$ cat src/rtl/dbg_hartctl_pkg.sv
package dbg_hartctl_pkg;
    localparam int unsigned REG_W      = 32;
    localparam int unsigned HALT_BIT   = 31;
    localparam int unsigned RESUME_BIT = 30;
    localparam int unsigned SEL_LO     = 16;
    localparam int unsigned SEL_W      = 10;
    localparam int unsigned ACTIVE_BIT = 9;
    localparam int unsigned SYSRST_BIT = 8;
    localparam int unsigned AUTH_BIT   = 7;

    typedef logic [SEL_W-1:0] sel_t;

    // stored control state
    typedef struct packed {
        logic active;
        logic sysrst;
        sel_t sel;
    } ctl_t;

    // request decoded from one accepted write
    typedef struct packed {
        logic halt;
        logic resume;
        sel_t sel;
    } req_t;
endpackage

$ cat src/rtl/dbg_hartctl_regs.sv
module dbg_hartctl_regs
    import dbg_hartctl_pkg::*;
(
    input  logic             clk,
    input  logic             por_n,
    input  logic             wr_hit,
    input  logic [REG_W-1:0] wdata,
    output ctl_t             ctl_q,
    output req_t             req
);
    ctl_t ctl_d;

    always_comb begin
        ctl_d = ctl_q;
        req   = '0;
        if (wr_hit) begin
            ctl_d.active = wdata[ACTIVE_BIT];
            if (ctl_q.active && wdata[ACTIVE_BIT]) begin
                ctl_d.sysrst = wdata[SYSRST_BIT];
                ctl_d.sel    = wdata[SEL_LO +: SEL_W];
                req.halt     = wdata[HALT_BIT];
                req.resume   = wdata[RESUME_BIT] & ~wdata[HALT_BIT];
                req.sel      = wdata[SEL_LO +: SEL_W];
            end else begin
                ctl_d.sysrst = 1'b0;
                ctl_d.sel    = '0;
            end
        end
    end

    always_ff @(posedge clk or negedge por_n) begin
        if (!por_n) ctl_q <= '0;
        else        ctl_q <= ctl_d;
    end


    inactive_fields_chk: assert property (@(posedge clk) disable iff (!por_n)
        !ctl_q.active |-> (!ctl_q.sysrst && ctl_q.sel == '0));


    sysrst_hold_chk: assert property (@(posedge clk) disable iff (!por_n)
        !$past(wr_hit) |-> $stable(ctl_q.sysrst));


    req_needs_active_chk: assert property (@(posedge clk) disable iff (!por_n)
        (req.halt || req.resume) |-> ctl_q.active);
endmodule

$ cat src/rtl/dbg_hartctl_req.sv
module dbg_hartctl_req
    import dbg_hartctl_pkg::*;
#(
    parameter int unsigned NUM_HARTS = 8
) (
    input  logic                 clk,
    input  logic                 por_n,
    input  req_t                 req,
    input  logic [NUM_HARTS-1:0] hart_halted,
    output logic [NUM_HARTS-1:0] halt_pulse,
    output logic [NUM_HARTS-1:0] resume_pulse
);
    logic [NUM_HARTS-1:0] halt_d, halt_q, resume_d, resume_q;

    for (genvar i = 0; i < NUM_HARTS; i++) begin : g_hart
        always_comb begin
            halt_d[i]   = req.halt   && (req.sel == SEL_W'(i)) && !hart_halted[i];
            resume_d[i] = req.resume && (req.sel == SEL_W'(i)) &&  hart_halted[i];
        end


        halt_running_chk: assert property (@(posedge clk) disable iff (!por_n)
            halt_q[i] |-> !$past(hart_halted[i]));


        resume_halted_chk: assert property (@(posedge clk) disable iff (!por_n)
            resume_q[i] |-> $past(hart_halted[i]));
    end

    always_ff @(posedge clk or negedge por_n) begin
        if (!por_n) begin
            halt_q   <= '0;
            resume_q <= '0;
        end else begin
            halt_q   <= halt_d;
            resume_q <= resume_d;
        end
    end

    assign halt_pulse   = halt_q;
    assign resume_pulse = resume_q;


    no_dual_pulse_chk: assert property (@(posedge clk) disable iff (!por_n)
        !((|halt_q) && (|resume_q)));


    single_target_chk: assert property (@(posedge clk) disable iff (!por_n)
        $onehot0({halt_q, resume_q}));
endmodule

$ cat src/rtl/dbg_hartctl_rd.sv
module dbg_hartctl_rd
    import dbg_hartctl_pkg::*;
(
    input  logic             clk,
    input  logic             por_n,
    input  logic             rd_hit,
    input  logic             rd_any,
    input  ctl_t             ctl_q,
    input  logic             auth_bit,
    output logic [REG_W-1:0] rdata
);
    logic [REG_W-1:0] rdata_d, rdata_q;

    always_comb begin
        rdata_d = '0;
        if (rd_hit) begin
            rdata_d[SEL_LO +: SEL_W] = ctl_q.sel;
            rdata_d[ACTIVE_BIT]      = ctl_q.active;
            rdata_d[SYSRST_BIT]      = ctl_q.sysrst;
            rdata_d[AUTH_BIT]        = auth_bit;
        end
    end

    always_ff @(posedge clk or negedge por_n) begin
        if (!por_n) rdata_q <= '0;
        else        rdata_q <= rdata_d;
    end

    assign rdata = rdata_q;


    idle_rdata_chk: assert property (@(posedge clk) disable iff (!por_n)
        !$past(rd_any) |-> (rdata_q == '0));


    req_bits_zero_chk: assert property (@(posedge clk) disable iff (!por_n)
        $past(rd_hit) |-> (rdata_q[HALT_BIT] == 1'b0 && rdata_q[RESUME_BIT] == 1'b0));
endmodule

$ cat src/rtl/dbg_hartctl.sv
module dbg_hartctl
    import dbg_hartctl_pkg::*;
#(
    parameter int unsigned ADDR_W    = 8,
    parameter logic [ADDR_W-1:0] CTRL_ADDR = 8'h40,
    parameter int unsigned NUM_HARTS = 8,
    parameter bit          HAS_AUTH  = 1'b0
) (
    input  logic                 clk,
    input  logic                 por_n,
    input  logic                 wr_en,
    input  logic                 rd_en,
    input  logic [ADDR_W-1:0]    addr,
    input  logic [31:0]          wdata,
    output logic [31:0]          rdata,
    input  logic [NUM_HARTS-1:0] hart_halted,
    input  logic                 auth_ok,
    output logic [NUM_HARTS-1:0] halt_pulse,
    output logic [NUM_HARTS-1:0] resume_pulse,
    output logic                 sys_reset,
    output logic                 dm_rst_n
);
    logic wr_hit, rd_hit, auth_bit;
    ctl_t ctl_q;
    req_t req;

    assign wr_hit = wr_en && (addr == CTRL_ADDR);
    assign rd_hit = rd_en && (addr == CTRL_ADDR);

    if (HAS_AUTH) begin : g_auth
        assign auth_bit = auth_ok;
    end else begin : g_noauth
        assign auth_bit = 1'b1;
    end

    logic unused_bits;
    assign unused_bits = ^{wdata[29:26], wdata[15:10], wdata[7:0], auth_ok};

    dbg_hartctl_regs u_regs (
        .clk    (clk),
        .por_n  (por_n),
        .wr_hit (wr_hit),
        .wdata  (wdata),
        .ctl_q  (ctl_q),
        .req    (req)
    );

    dbg_hartctl_req #(.NUM_HARTS(NUM_HARTS)) u_req (
        .clk          (clk),
        .por_n        (por_n),
        .req          (req),
        .hart_halted  (hart_halted),
        .halt_pulse   (halt_pulse),
        .resume_pulse (resume_pulse)
    );

    dbg_hartctl_rd u_rd (
        .clk      (clk),
        .por_n    (por_n),
        .rd_hit   (rd_hit),
        .rd_any   (rd_en),
        .ctl_q    (ctl_q),
        .auth_bit (auth_bit),
        .rdata    (rdata)
    );

    assign sys_reset = ctl_q.sysrst;
    assign dm_rst_n  = ctl_q.active;


    local_reset_follow_chk: assert property (@(posedge clk) disable iff (!por_n)
        $past(wr_hit) |-> (dm_rst_n == $past(wdata[ACTIVE_BIT])));
endmodule

$ cat config.mk
export PLATFORM = sky130hd
export DESIGN_NAME = dbg_hartctl
export DESIGN_NICKNAME = d
export VERILOG_FILES = /design/src/rtl/dbg_hartctl_pkg.sv /design/src/rtl/dbg_hartctl_regs.sv /design/src/rtl/dbg_hartctl_req.sv /design/src/rtl/dbg_hartctl_rd.sv /design/src/rtl/dbg_hartctl.sv
export SDC_FILE = /design/constraint.sdc
export NUM_CORES = 1
export LEC_CHECK = 0
export BUFFER_PORTS_ARGS = -buffer_cell sky130_fd_sc_hd__buf_4
export CAP_MARGIN = 20
export CELL_PAD_IN_SITES_DETAIL_PLACEMENT = 0
export CELL_PAD_IN_SITES_GLOBAL_PLACEMENT = 2
export CORE_MARGIN = 2
export CORE_UTILIZATION = 26
export CTS_BUF_LIST = sky130_fd_sc_hd__clkbuf_4 sky130_fd_sc_hd__clkbuf_8 sky130_fd_sc_hd__clkbuf_16
export CTS_CLUSTER_SIZE = 20
export DETAILED_ROUTE_END_ITERATION = 6
export GPL_ROUTABILITY_DRIVEN = 1
export PLACE_DENSITY = 0.86
export SYNTH_ARGS = -nofsm -noshare
export SYNTH_HDL_FRONTEND = slang
export SYNTH_SLANG_ARGS = --single-unit
$ cat constraint.sdc
create_clock -name clk -period 1.85 [get_ports clk]
set_clock_uncertainty 0.2 [all_clocks]
set_input_delay 0.0925 -clock clk [delete_from_list [all_inputs] [get_ports clk]]
set_output_delay 0.0925 -clock clk [all_outputs]
set_load 0.05 [all_outputs]
==> key figures, run 1 <==
Run status
  • Status: complete, but fails checks
  • Violations in the final reports: negative hold slack

Global routing
  • Gr ovfl total: 0
  • Initial antenna violation count: 0
  • Vias in the first global route: 1353
  • Global-route wire length before repair: 6740 um
  • Largest net degree at the start of global routing: 42
  • GR Util All Layers: approximately 12%

Clocking
  • H-tree Lvls: 2
  • Root Driver: clkbuf_8
  • Deepest clock path buffer count: 2
  • CTS tree: done
  • CTS sink count: 41
  • Clock Latency Late Sink: 290 ps
  • Total CTS buffers: 5
  • Clock slew seen by the registers of the worst setup and hold paths: approximately 80 ps

Logic synthesis
  • Synth cell count leaders: 41 x dfrtp_1, 19 x buf_4, 13 x nor4_1, 12 x and2_1, 12 x and3_1
  • Synthesized area: between 1500 and 2000 um2
  • Yosys cell types: 27
  • Seq/Total Area, Yosys: between 50% and 60%
  • Post-synth top flop: dfrtp_1
  • Mapped Cells: 146
  • Post-synth EDFFs: 0
  • Asr flop ratio synth: between 90% and 100%
  • Register bit count reported by yosys: between 40 and 50
  • Syn. warnings: 0
  • Count leader, synth: dfrtp_1
  • Top post-synthesis cells by area: dfrtp_1 56%, buf_4 7.8%, mux2_2 6.8%
  • Dominant cell type by area after synthesis: dfrtp_1
  • Top-area cell type share of the netlist area: 56.2%
  • Synthesized area per cell: 12.5 um2

Die
  • # IOs: approximately 100
  • Core Area: roughly 6800 um2
  • Initial Util: between 20% and 30%
  • Die area: 7700 um2
  • Die width: approximately 88 um
  • Row count: 30
  • Die H: ~90 um

Timing
  • # setup viols final: 0
  • Slew HR: 60.3%
  • Final Cycle Share: 93.9%
  • Fmax: 576 MHz
  • Hold_ws: -2.02 ps
  • Slew @ Worst Pin: 591 ps
  • RSZ-0062 raised after global routing: no
  • Final number of max-transition violations: 0
  • Final min period: between 1500 and 2000 ps
  • Final hold violations: 3

Routing
  • Vias per cell: 4.20
  • 1st-pass router iterations: 4
  • Starting DRT DRC Count: 43
  • Routed len/inst: ~14 um
  • DRC: 0
  • DRT Wirelength: 4430 um
  • Antenna Nets Post-Route: 0
  • Vias: 1370

Setup path
  • Crit path max-delay family: simple AND/OR/NAND/NOR gates
  • Worst path arrival time: 1710 ps
  • CP max stage delay: 530 ps
  • CP Launch Type: input port
  • Critical path type: in -> reg
  • Worst-path maximum fanout: 16
  • Slowest CP cell: dlygate4sd3_1
  • Worst Path Buf+Inv: 2
  • CP endpoint kind: flop
  • Worst EP required: 1830 ps
  • Worst-path cell chain: dlygate4sd3_1 -> buf_4 -> and3_2 -> nand4_4 -> nor4_1

Placed design
  • I/O Buffers: 64
  • Placed Cells incl. Taps: approximately 300
  • Detailed Place HPWL: ~3000 um
  • GP Congestion: between 0.7 and 0.8

Finish
  • Footprint of the multi-input gates: about 730 um2
  • Layout cells sized above 1: 43.5%
  • FILL cells: 673
  • Final net count: roughly 280
  • Layout area overhead: 45.6%
  • ANT cells: 0
  • FF+latch area: 1030 um2
  • Post-route insts no fill: 326
  • Final Core Density: 39.1%

Run
  • Max Cap Violations: 0

Power
  • Pwr dens: about 690 nW/um2
  • Switch Pwr: roughly 0.00047 W
  • Max VDD drop: 0.252 mV
  • Clock network power share: between 30% and 40%
  • Flop pwr share: 48.7%
  • LEAKAGE: between 1 and 1.5 nW
  • Logic gate share of total power: 13.4%
  • Switching share of power: about a quarter
  • Internal Power: 0.00137 W

Min path
  • Hold WC Path Type: in -> reg
[cell families (layout without fill, tap and decap cells)]
kind of cell,Yosys count,after routing,synth area share (%)
muxes,12,12,7.41
and+or+nand+nor,61,61,24.1
buffers and inverters,26,92,9.46
AOI/OAI and AO/OA,5,5,2.61
DFF,41,41,56.2
other,1,19,0.206
[stage by stage]
step	setup WS, ps	instance area [um2]	TNS, ps	total power, W	hold slack [ps]
5_1_grt	13.4	2660	0	0.00192	2.96
3_5_place_dp	-53.1	2350	-165	0.00113	-90.0
6_report	112	2660	0	0.00184	-2.02
3_3_place_gp	-1.44	2350	-1.44	0.00113	-103
2_1_floorplan	144	1890	0	0.00106	-403
4_1_cts	13.7	2630	0	0.00186	1.42
[layer usage]
metal	share of wire [%]	track usage, %	vias to the layer above
met2	48	19.7	62
li1	-	-	650
met3	7.3	3.30	6
met5	0	0	-
met4	1.5	4.20	0
met1	43	14.1	652
[layout make-up]
cell class,count,share of cell area (%)
Tap cell,96,4.52
Inverter,1,0.141
Sequential cell,41,38.7
Timing Repair Buffer,84,25.2
Clock inverter,2,1.32
Multi-Input combinational cell,97,27.5
Clock buffer,5,2.59
[state kept, by name, summed over array words and instances, names as in the netlist]
register and count:
u_req.resume_pulse 8, u_rd.rdata 13, u_req.halt_pulse 8, u_regs.ctl_q 12
[power by group through the flow]
stage	sequential [W]	clock [W]	combinational, W
after detailed placement	0.000916	0	0.000218
after global placement	0.000916	0	0.000215
after CTS	0.000898	0.000716	0.000247
final	0.000898	0.000698	0.000247
after floorplan	0.000920	0	0.000144
after global routing	0.000898	0.000758	0.000266
[layout by cell type, fill, tap and decap left out, types with 2 or more instances in the layout]
cell	Yosys	routed
mux2_2	11	11
and3_1	12	11
dlygate4sd3_1	0	16
nor4_1	13	10
a211oi_1	3	3
clkbuf_8	0	5
nand4_4	0	2
dfrtp_1	41	40
nand2b_1	5	5
nor4_2	0	3
buf_4	19	68
nand2_1	5	5
and3_2	1	2
nand4_1	2	2
conb_1	1	19
and2_1	12	12
and4b_1	2	2
[worst paths after layout]
| path | startpoint | to | slack [ps] | cells after the start |
|---|---|---|---|---|
| max | wdata[9] | u_req.halt_pulse[3] | 110 | 5 |
| min | addr[4] | u_req.resume_pulse[5] | -2 | 4 |
| max reg2reg | u_regs.ctl_q[11] | u_req.halt_pulse[3] | 260 | 3 |
| min reg2reg | u_regs.ctl_q[1] | u_rd.rdata[17] | 280 | 1 |
| max in group asynchronous | por_n | u_regs.ctl_q[11] | 950 | 2 |
| min in group asynchronous | por_n | u_req.halt_pulse[3] | 120 | 2 |
[worst min-delay path, cell delays in order]
cell and delay, ps:
buf_4 90, nor4_4 60, nand4_4 140, nor4_1 70
[what timing repair did]
action,CTS,global route
gates resized for setup,0,6
setup endpoints to repair,0,13
buffers inserted,0,0
hold buffers,17,0
endpoints found under the hold margin,61,0
(Power assumes the default switching activity.)
==> inputs of run 2 (changes only) <==
--- a/config.mk
+++ b/config.mk
@@ -5,17 +5,19 @@
 export SDC_FILE = /design/constraint.sdc
 export NUM_CORES = 1
 export LEC_CHECK = 0
+export ABC_AREA = 1
 export BUFFER_PORTS_ARGS = -buffer_cell sky130_fd_sc_hd__buf_4
 export CAP_MARGIN = 20
 export CELL_PAD_IN_SITES_DETAIL_PLACEMENT = 0
 export CELL_PAD_IN_SITES_GLOBAL_PLACEMENT = 2
 export CORE_MARGIN = 2
-export CORE_UTILIZATION = 26
+export CORE_UTILIZATION = 24
 export CTS_BUF_LIST = sky130_fd_sc_hd__clkbuf_4 sky130_fd_sc_hd__clkbuf_8 sky130_fd_sc_hd__clkbuf_16
 export CTS_CLUSTER_SIZE = 20
 export DETAILED_ROUTE_END_ITERATION = 6
 export GPL_ROUTABILITY_DRIVEN = 1
-export PLACE_DENSITY = 0.86
+export PLACE_DENSITY = 0.87
 export SYNTH_ARGS = -nofsm -noshare
 export SYNTH_HDL_FRONTEND = slang
+export SYNTH_HIERARCHICAL = 1
 export SYNTH_SLANG_ARGS = --single-unit
==> key figures, run 2 <==
Run status
  • Status: finished clean

Routing
  • Antenna Nets Post-Route: 0
  • Vias per cell: roughly 3.7
  • DR WL met3: 247 um
  • Routed len/inst: 9.99 um
  • Metal1 wirelength: roughly 1800 um
  • Top Metal Used: met4
  • Starting DRT DRC Count: 57
  • DRC: 0
  • 1st-pass router iterations: 4
  • Metal2 WL: 2150 um
  • DRT Wirelength: roughly 4300 um
  • Vias: ~1600

Placed design
  • Detailed Place HPWL: between 3000 and 4000 um
  • I/O Buffers: 64
  • Placed Area: 2510 um2
  • GP Congestion: approximately 0.74

Power
  • Internal Power: 0.00125 W
  • Pwr dens: about 600 nW/um2
  • Flop pwr share: 53.6%
  • Logic gate share of total power: a little over an eighth
  • Clock network power share: 33.4%
  • Max VDD drop: between 0.15 and 0.2 mV
  • Switching share of power: 25.4%
  • Switch Pwr: 0.000427 W
  • LEAKAGE: 1.54 nW

Die
  • Die H: approximately 94 um
  • Die width: between 90 and 100 um
  • Row count: 32
  • # IOs: 103
  • Initial Util: 25.0%
  • Core Area: 7770 um2
  • Die area: 8810 um2

Timing
  • # setup viols final: 0
  • Final hold violations: 0
  • Slew HR: roughly 66%
  • Final Cycle Share: 90.5%
  • Fmax: around 600 MHz
  • Hold_ws: 70.1 ps
  • RSZ-0062 raised after global routing: no
  • Final min period: roughly 1700 ps
  • Final number of max-transition violations: 0
  • Slew @ Worst Pin: 513 ps

Finish
  • FILL cells: 828
  • Layout cells sized above 1: a little under a third
  • Final instance area: about 2800 um2
  • Final net count: 383
  • Max reg flops: 13
  • Layout area overhead: 45.1%
  • FF+latch area: between 1000 and 1500 um2
  • ANT cells: 0
  • Most frequent cells in the layout: 74 x buf_4, 66 x nand2_1, 40 x dfrtp_1, 36 x inv_1, 36 x nor2_1
  • Footprint of the multi-input gates: about 640 um2
  • Commonest non-fill, non-tap cell in the layout: buf_4

Logic synthesis
  • Syn. warnings: 6
  • Post-synth EDFFs: 0
  • Mapped Cells: 235
  • Post-synth top flop: dfrtp_1
  • Register bit count reported by yosys: 41
  • Seq/Total Area, Yosys: between 50 and 60%
  • Dominant cell type by area after synthesis: dfrtp_1
  • Yosys cell types: 16
  • Synth cell count leaders: 66 x nand2_1, 41 x dfrtp_1, 36 x inv_1, 36 x nor2_1, 21 x buf_4
  • Top-area cell type share of the netlist area: 52.9%
  • Synthesized area: 1940 um2
  • Asr flop ratio synth: 100%
  • Top post-synthesis cells by area: dfrtp_1 53%, nand2_1 13%, buf_4 8.1%
  • Count leader, synth: nand2_1
  • Synthesized area per cell: a little over 8 um2

Setup path
  • CP max stage delay: 550 ps
  • Worst-path cell chain: buf_4 -> nand2_1 -> o21ai_1 -> dlygate4sd3_1
  • Slowest CP cell: dlygate4sd3_1
  • R2R cell count: 4
  • CP Launch Type: flop
  • CP endpoint kind: flop
  • Critical path type: reg -> reg
  • Worst-path maximum fanout: 11
  • Worst EP required: 1820 ps
  • Worst path arrival time: 1650 ps

Clocking
  • Root Driver: clkbuf_8
  • Clock slew seen by the registers of the worst setup and hold paths: 70 ps
  • CTS sink count: 41
  • Total CTS buffers: 5
  • H-tree Lvls: 2
  • Deepest clock path buffer count: 2
  • Setup Buffers After CTS: 0
  • CTS tree: done
  • Clock Latency Late Sink: 280 ps

Global routing
  • Largest net degree at the start of global routing: 42
  • Gr ovfl total: 0
  • Vias in the first global route: around 1500
  • Global-route wire length before repair: 6990 um
  • GR Util All Layers: a little over 10%
  • Initial antenna violation count: 0

Min path
  • Hold WC Path Type: in -> reg
  • Hold path cells: 4

Run
  • Max Cap Violations: 0
[run 2: cell count changes after synthesis, sizes merged, moves of 13 or more]
cell,previous run,this run
and3,13,0
inv,1,38
nand2,5,68
nor2,0,42
nor4,14,0
[run 2: routing by layer]
layer  up-vias  GRT usage [%]
li1        830              -
met3         6           2.73
met2        50           18.5
met5         -              0
met4         0           4.35
met1       700           11.4
[run 2: logic make-up (layout without fill, tap and decap cells)]
| kind of cell | count (synthesis) | count (layout) | share of synthesized area (%) |
|---|---|---|---|
| compound gates | 11 | 11 | 4.58 |
| buf+inv | 64 | 142 | 17.4 |
| flops | 41 | 41 | 52.9 |
| other cells | 2 | 20 | 0.387 |
| simple gates | 117 | 117 | 24.7 |
[run 2: final cells by class]
cell class | count | share of cell area, %
Timing Repair Buffer | 96 | 27.9
Sequential cell | 41 | 36.5
Inverter | 38 | 5.07
Multi-Input combinational cell | 148 | 22.8
Tap cell | 102 | 4.54
Clock buffer | 6 | 2.71
Clock inverter | 2 | 0.356
[run 2: stage by stage]
stage,util [%],setup TNS [ps],total power (W),std cells,setup slack (ps)
2_1_floorplan,-,0,0.00105,253,71.6
3_3_place_gp,32.4,0,0.00110,404,0.893
3_5_place_dp,32.4,-226,0.00110,404,-39.2
4_1_cts,36.2,0,0.00171,433,74.5
5_1_grt,36.2,0,0.00178,433,37.7
6_report,36.2,0,0.00168,433,176
[run 2: worst paths after layout]
| check | from | to | slack [ps] |
|---|---|---|---|
| worst max-delay path | u_regs/ctl_q[11] | u_regs/ctl_q[3] | 180 |
| worst min-delay path | wdata[9] | u_regs/ctl_q[11] | 70 |
| worst max register to register | u_regs/ctl_q[11] | u_regs/ctl_q[3] | 180 |
| worst min register to register | u_regs/ctl_q[9] | u_rd/rdata[25] | 270 |
| max in group asynchronous | por_n | u_regs/ctl_q[11] | 950 |
| min in group asynchronous | por_n | u_rd/rdata[22] | 120 |
[run 2: power groups by stage]
stage | clock network (W) | logic, W | registers [W]
finish | 0.000561 | 0.000220 | 0.000901
global route | 0.000640 | 0.000237 | 0.000901
CTS | 0.000588 | 0.000221 | 0.000901
detailed placement | 0 | 0.000186 | 0.000918
global placement | 0 | 0.000185 | 0.000918
floorplan | 0 | 0.000135 | 0.000920
[run 2: worst max-delay path, delay by kind of cell (launching register included)]
kind                   cells  cell delay, ps
DFF                        1             500
AOI/OAI and AO/OA          1              60
buffers and inverters      2             720
and+or+nand+nor            1              80
[run 2: timing repair]
item                                    in CTS  in global routing
endpoints found under the setup margin       0                 13
gates resized for setup                      0                  1
hold buffers                                21                  0
hold endpoints to repair                    68                  0
==> inputs of run 3 (changes only) <==
--- a/config.mk
+++ b/config.mk
@@ -10,7 +10,7 @@
 export CAP_MARGIN = 20
 export CELL_PAD_IN_SITES_DETAIL_PLACEMENT = 0
 export CELL_PAD_IN_SITES_GLOBAL_PLACEMENT = 2
-export CORE_MARGIN = 2
+export CORE_MARGIN = 5
 export CORE_UTILIZATION = 24
 export CTS_BUF_LIST = sky130_fd_sc_hd__clkbuf_4 sky130_fd_sc_hd__clkbuf_8 sky130_fd_sc_hd__clkbuf_16
 export CTS_CLUSTER_SIZE = 20
==> key figures, run 3 (synthesis gave the netlist of run 2 again) <==
Run status
  • Status: finished clean

Finish
  • Layout area overhead: 44.5%
  • ANT cells: 0
  • Max reg flops: 13
  • Most frequent cells in the layout: 74 x buf_4, 66 x nand2_1, 41 x dfrtp_1, 36 x inv_1, 36 x nor2_1
  • Commonest non-fill, non-tap cell in the layout: buf_4
  • Final Core Density: 35.9%
  • Layout cells sized above 1: roughly 31%
  • Final net count: 382
  • Post-route insts no fill: 432

Routing
  • Vias: 1593
  • DRC: 0
  • DRT Wirelength: 4470 um
  • Routed len/inst: 10.3 um
  • Antenna Nets Post-Route: 0
  • 1st-pass router iterations: 5
  • Starting DRT DRC Count: 53
  • Vias per cell: 3.69

Clocking
  • Resized Gates After CTS: 0
  • Deepest clock path buffer count: 2
  • Root Driver: clkbuf_8
  • CTS sink count: 41
  • Setup Buffers After CTS: 0
  • Total CTS buffers: 5
  • Cts hold-fix bufs: 20
  • Clock slew seen by the registers of the worst setup and hold paths: ~80 ps
  • Clock Latency Late Sink: around 290 ps
  • H-tree Lvls: 2
  • CTS tree: done

Global routing
  • Vias in the first global route: 1578
  • Largest net degree at the start of global routing: 42
  • Gr ovfl total: 0
  • Global-route wire length before repair: between 7000 and 8000 um
  • Initial antenna violation count: 0
  • GR Util All Layers: 9.30%

Placed design
  • I/O Buffers: 64
  • GP Congestion: 0.775
  • Placed Cells incl. Taps: 404
  • Detailed Place HPWL: about 3400 um
  • Post-place setup slack: 5.63 ps

Timing
  • Worst setup margin: 182 ps
  • Final TNS setup: 0 ps
  • Final hold violations: 0
  • Final min period: about 1700 ps
  • Fmax: 600 MHz
  • # setup viols final: 0
  • Final Cycle Share: around 90%
  • Slew @ Worst Pin: between 500 and 600 ps
  • RSZ-0062 raised after global routing: no
  • Final number of max-transition violations: 0
  • Slew HR: 65.8%

Setup path
  • Worst path arrival time: between 1500 and 2000 ps
  • CP Launch Type: flop
  • Worst EP required: 1870 ps
  • R2R Setup Slk: between 150 and 200 ps
  • Crit Reg-Reg Startpoint: u_regs/ctl_q[11]
  • Worst-path maximum fanout: 7
  • Reg2reg end: u_req/halt_pulse[2]
  • CP endpoint kind: flop
  • R2R cell count: 8
  • Critical path type: reg -> reg

Die
  • Core Area: 7810 um2
  • # IOs: 103
  • Die area: 9970 um2
  • Die H: 99.9 um
  • Die width: 99.9 um
  • Initial Util: 24.8%
  • Row count: 32

Power
  • Clock network power share: 33.5%
  • Logic gate share of total power: 13.1%
  • Power Total: approximately 0.0017 W
  • Switch Pwr: 0.000432 W
  • Max VDD drop: about 0.23 mV
  • Flop pwr share: 53.3%
  • Internal Power: 0.00125 W
  • Switching share of power: 25.6%
  • Pwr dens: approximately 600 nW/um2
  • LEAKAGE: between 1.5 and 2 nW

Min path
  • HP Start: wdata[9]
  • Worst hold path endpoint: u_regs/ctl_q[11]
  • Hold path cells: 4
  • Hold WC Path Type: in -> reg

Run
  • Max Cap Violations: 0
==> run 3: cell count changes in the layout (fill, tap and decap cells not counted) <==
cell,change
dlygate4sd3_1,-1
dfrtp_2,-1
dfrtp_1,+1
==> run 3: how the worst max path moves through the flow <==
| stage | startpoint | to | slack, ps | cells past startpoint |
|---|---|---|---|---|
| 2_1_floorplan | u_regs/ctl_q[11] | u_req/halt_pulse[1] | 70 | 6 |
| 6_report | u_regs/ctl_q[11] | u_req/halt_pulse[2] | 180 | 8 |
| 4_1_cts | u_regs/ctl_q[11] | u_req/halt_pulse[2] | 150 | 8 |
| 5_1_grt | u_regs/ctl_q[11] | u_req/resume_pulse[0] | 30 | 8 |
| 3_5_place_dp | addr[0] | u_req/halt_pulse[2] | 6 | 14 |
| 3_3_place_gp | addr[0] | u_req/resume_pulse[7] | 40 | 14 |
==> run 3: area by class of cell <==
class,instances,area (um2)
Sequential cell,41,1030
Clock inverter,2,10.0
Multi-Input combinational cell,148,642
Timing Repair Buffer,95,776
Tap cell,102,128
Inverter,38,143
Fill cell,838,5010
Clock buffer,6,76.3
==> run 3: layer usage <==
metal / up-vias / routed length [um] / track usage (%)
li1: 830 / - / -
met1: 699 / 1820 / 11.0
met2: 60 / 2190 / 15.8
met3: 4 / 402 / 2.78
met4: 0 / 64 / 3.78
met5: - / 0 / 0
==> run 3: stage by stage <==
step | cell area [um2] | hold slack [ps]
after floorplan | 2010 | -403
after global placement | 2510 | -98.6
after detailed placement | 2510 | -89.7
after CTS | 2800 | 38.4
after global routing | 2800 | 61.2
final | 2800 | 40.5
==> run 3: power groups by stage <==
stage | Sequential (W) | Combinational, W | Clock (W)
2_1_floorplan | 0.000920 | 0.000135 | 0
3_3_place_gp | 0.000917 | 0.000187 | 0
3_5_place_dp | 0.000917 | 0.000189 | 0
4_1_cts | 0.000899 | 0.000223 | 0.000603
5_1_grt | 0.000899 | 0.000240 | 0.000628
6_report | 0.000899 | 0.000221 | 0.000566
==> run 3: worst max-delay path, stage by stage, from the launching register on <==
cell and delay (ps):
dfrtp_1 470, buf_4 200, nand2_1 90, nor2_1 40, nor2_1 100, nand2_1 120, inv_2 120, nand3_1 130
nor2_1 120
